===== src/rtl/irq_pick.sv =====
module irq_pick #(
  parameter int XLEN       = 64,
  parameter bit REGISTERED = 1'b0
) (
  input  logic            clk,
  input  logic            rst,
  input  logic [XLEN-1:0] pend_i,
  input  logic [XLEN-1:0] enab_i,
  input  logic [XLEN-1:0] deleg_i,
  input  logic [1:0]      priv_i,
  input  logic            mie_i,
  input  logic            sie_i,
  output logic            take_o,
  output logic [XLEN-1:0] cause_o
);
  localparam int IW = $clog2(XLEN);

  logic            m_on, s_on, take_c;
  logic [XLEN-1:0] cand, elig, cause_c;
  logic [IW-1:0]   idx;

  assign m_on = (priv_i != 2'd3) || mie_i;
  assign s_on = (priv_i == 2'd0) || ((priv_i == 2'd1) && sie_i);
  assign cand = pend_i & enab_i;
  assign elig = (cand & ~deleg_i & {XLEN{m_on}}) | (cand & deleg_i & {XLEN{s_on}});

  always_comb begin
    idx = '0;
    for (int i = XLEN - 1; i >= 0; i--)
      if (elig[i]) idx = IW'(i);
  end

  assign take_c  = |elig;
  assign cause_c = take_c ? {1'b1, {(XLEN-1-IW){1'b0}}, idx} : '0;

  generate
    if (REGISTERED) begin : g_reg
      always_ff @(posedge clk) begin
        if (rst) begin
          take_o  <= 1'b0;
          cause_o <= '0;
        end else begin
          take_o  <= take_c;
          cause_o <= cause_c;
        end
      end

      p_reg_follow_r8: assert property (@(posedge clk) disable iff (rst)
        !rst |=> (take_o == $past(take_c)) && (cause_o == $past(cause_c)));
    end else begin : g_comb
      assign take_o  = take_c;
      assign cause_o = cause_c;
    end
  endgenerate

  p_cand_needed_r1: assert property (@(posedge clk) disable iff (rst)
    take_c |-> (pend_i & enab_i) != '0);

  p_winner_eligible_r4: assert property (@(posedge clk) disable iff (rst)
    take_c |-> elig[idx]);

  p_lowest_wins_r5: assert property (@(posedge clk) disable iff (rst)
    take_c |-> (elig & ((XLEN'(1) << idx) - XLEN'(1))) == '0);

  p_cause_flag_r6: assert property (@(posedge clk) disable iff (rst)
    take_o |-> cause_o[XLEN-1]);

  p_idle_zero_r7: assert property (@(posedge clk) disable iff (rst)
    !take_o |-> cause_o == '0);

  p_deleg_blocked_r3: assert property (@(posedge clk) disable iff (rst)
    (priv_i[1] && (cand & ~deleg_i) == '0) |-> !take_c);
endmodule


===== config.mk =====
export PLATFORM = sky130hd
export DESIGN_NAME = irq_pick
export DESIGN_NICKNAME = d
export VERILOG_FILES = /design/src/rtl/irq_pick.sv
export SDC_FILE = /design/constraint.sdc
export NUM_CORES = 1
export LEC_CHECK = 0
export BUFFER_PORTS_ARGS = -buffer_cell sky130_fd_sc_hd__buf_2
export CAP_MARGIN = 15
export CORE_AREA = 2 2 101 103
export DETAILED_ROUTE_END_ITERATION = 12
export DIE_AREA = 0 0 103 105
export PLACE_DENSITY = 0.76
export SLEW_MARGIN = 20
export SYNTH_ARGS = -nofsm -noshare
export SYNTH_HDL_FRONTEND = slang
export SYNTH_SLANG_ARGS = --single-unit

===== constraint.sdc =====
create_clock -name vclk -period 2.66
set_input_delay 0.399 -clock vclk [all_inputs]
set_output_delay 0.399 -clock vclk [all_outputs]
set_load 0.1 [all_outputs]

==> results.cfg <==
[outcome]
status = finished with violations
violations = negative setup slack

[routing]
wire_per_inst_microns = 15.62
dr.pass1.iters = 5
drc = 0
viasPerCell = 5.596
drtIter0Drc = 306
routed_wl_mm = 15.93
vias = 5708
ant_nets = 0

[finish]
seq_cell_count = 0
mostFrequentLayoutCells = 190 x buf_2, 89 x buf_4, 76 x nand2_1, 71 x nand3_1, 57 x conb_1
clkbuf_count = 0
multi_input_area_sq_um = 3679
regArea_sq_um = 0
layout.nets = 1087
stdcell_count = 1020
area_growth_pct = 61.99
num_antenna_cells = 0
fillCellCount = 947
final_common_cell = buf_2
drive_gt1_frac = 0.4183

[yosys]
syn_avg_cell_area_sq_um = 6.106
ys.warnings.count = 0
seq_area_frac_synth = 0
synth_cells = 607
synth_cell_types = 68
syn-cell-area_sq_um = 3706

[critical_path]
critPathTopFamily = simple AND/OR/NAND/NOR gates
path_class = in2out
cpMostUsedCell = buf_12
cp.depth = 12
worstPathRequired_ns = 2.26
worstSetupStartpoint = mie_i
cp_slowest_stage_delay_ns = 0.41
startpoint_type = input pin
cp-end-kind = output port
crit_buf_inv = 4
crit_chain = buf_6 > and3b_4 > buf_12 > a41oi_2 > a21oi_2 > and4_1 > nor4b_4 > buf_4 > nand2_8 > and3_4 > o211a_4 > buf_12
cp_max_fo = 7
arrival_ns = 2.45
crit_end = cause_o[3]
crit_slowest_cell = and3b_4

[grt]
grt_max_degree = 37
grtUsageMet3 = 0.01003
gr-total-overflow = 0
grt_usage = 0.2686
grt_pass1_vias = 5385
gr-usage-met2 = 0.4759
grt_first_pass_wirelength_mm = 24.27
grtUsageMet1 = 0.3577
grt-busiest-layer = met2
antenna_found_initial = 0

[die]
start_util = 0.3845
fp.dieW_microns = 103
core_area_sq_um = 9639
pin_count = 263
dieArea_sq_um = 10820
die_y_microns = 105
rows = 36

[worst_hold_path]
holdCritPathClass = in2out

[timing]
maxSlewViolCount = 0
finalSetupTns_ns = -0.9259
fmax_mhz = 351.2
min_period_over_period = 1.070
rsz0062_at_grt = yes
final.setup.worst_slack_ns = -0.1875
fin_crit_ns = 2.847
final_hold_viol_count = 0
setup_viol = 7

[power]
p_leak_nw = 2.885
total_power_mw = 1.565
powerDensity_nw_per_um2 = 260.6
ir_drop_mv = 0.1649

[placed_design]
dp_hpwl_mm = 12.84
gp_congestion = 0.9372
dp_cells = 1000
io_buffers = 204

[clock_tree]
cts_hold_buffers = 0

[run]
cap_violations = 0
==> layout make-up <==
class	count	area share
Tap cell	133	0.02772
Timing Repair Buffer	307	0.3508
Multi-Input combinational cell	566	0.6128
Inverter	14	0.008754
==> through the flow <==
stage / instance area, sq um / hold slack, ns / util / setup slack (ns)
detailed placement: 5504 / 1.350 / 0.5710 / -0.2892
CTS: 5767 / 1.352 / 0.5983 / -0.1715
global route: 6003 / 1.384 / 0.6228 / -0.2702
finish: 6003 / 1.358 / 0.6228 / -0.1875
floorplan: 4141 / 1.128 / - / -0.4177
global placement: 5504 / 1.346 / 0.5710 / -0.2575
==> worst min-delay path, delay by kind of cell <==
kind	cells	cell delay, ns
compound gates	3	0.28
buf+inv	2	0.26
==> kinds of logic (layout without fill, tap and decap cells) <==
kind of cell	count (synthesis)	after routing	share of synthesized area
and+or+nand+nor	286	286	0.4136
buffers and inverters	97	321	0.1691
AOI/OAI and AO/OA	223	223	0.4163
other	1	57	0.001012
==> how the worst min path moves through the flow <==
stage,startpoint,endpoint,slack [ns],cells past startpoint
finish,deleg_i[0],cause_o[0],1.36,5
global route,deleg_i[0],cause_o[0],1.38,5
CTS,deleg_i[0],cause_o[0],1.35,5
detailed placement,deleg_i[0],cause_o[0],1.35,5
global placement,deleg_i[0],cause_o[0],1.35,5
floorplan,deleg_i[0],cause_o[0],1.13,3
==> routing by layer <==
| metal | routed length (microns) | up-vias |
|---|---|---|
| li1 | - | 2808 |
| met5 | 0 | - |
| met3 | 1072 | 36 |
| met4 | 354 | 0 |
| met1 | 6831 | 2591 |
| met2 | 7669 | 273 |
==> cell usage after synthesis, types with 6 or more instances <==
master,count,area share
a41oi_1,7,0.017
nand3b_1,45,0.091
a31oi_1,8,0.014
a221oi_1,11,0.026
nor2b_1,8,0.014
buf_2,15,0.020
a21oi_1,62,0.084
nand3_1,74,0.10
nor2_1,29,0.029
buf_4,61,0.12
o21ai_0,37,0.050
o2111ai_1,15,0.035
a211oi_1,14,0.028
o22ai_1,6,0.010
nand2_1,78,0.079
nand4_1,19,0.032
inv_1,14,0.014
a22oi_1,9,0.018
==> repair_timing <==
action | in CTS | in global routing
endpoints found under the setup margin | 8 | 8
pin swaps | 19 | 9
hold endpoints to repair | 0 | 0
setup buffers | 10 | 8
resized for setup | 37 | 16
cloned | 0 | 3
==> report_power, final <==
group / internal (mW) / leakage [nW] / total (mW) / switching [mW]
registers: 0 / 0 / 0 / 0
clock network: 0 / 0 / 0 / 0
logic: 0.565 / 2.88 / 1.56 / 1.00
(Power assumes the default switching activity.)
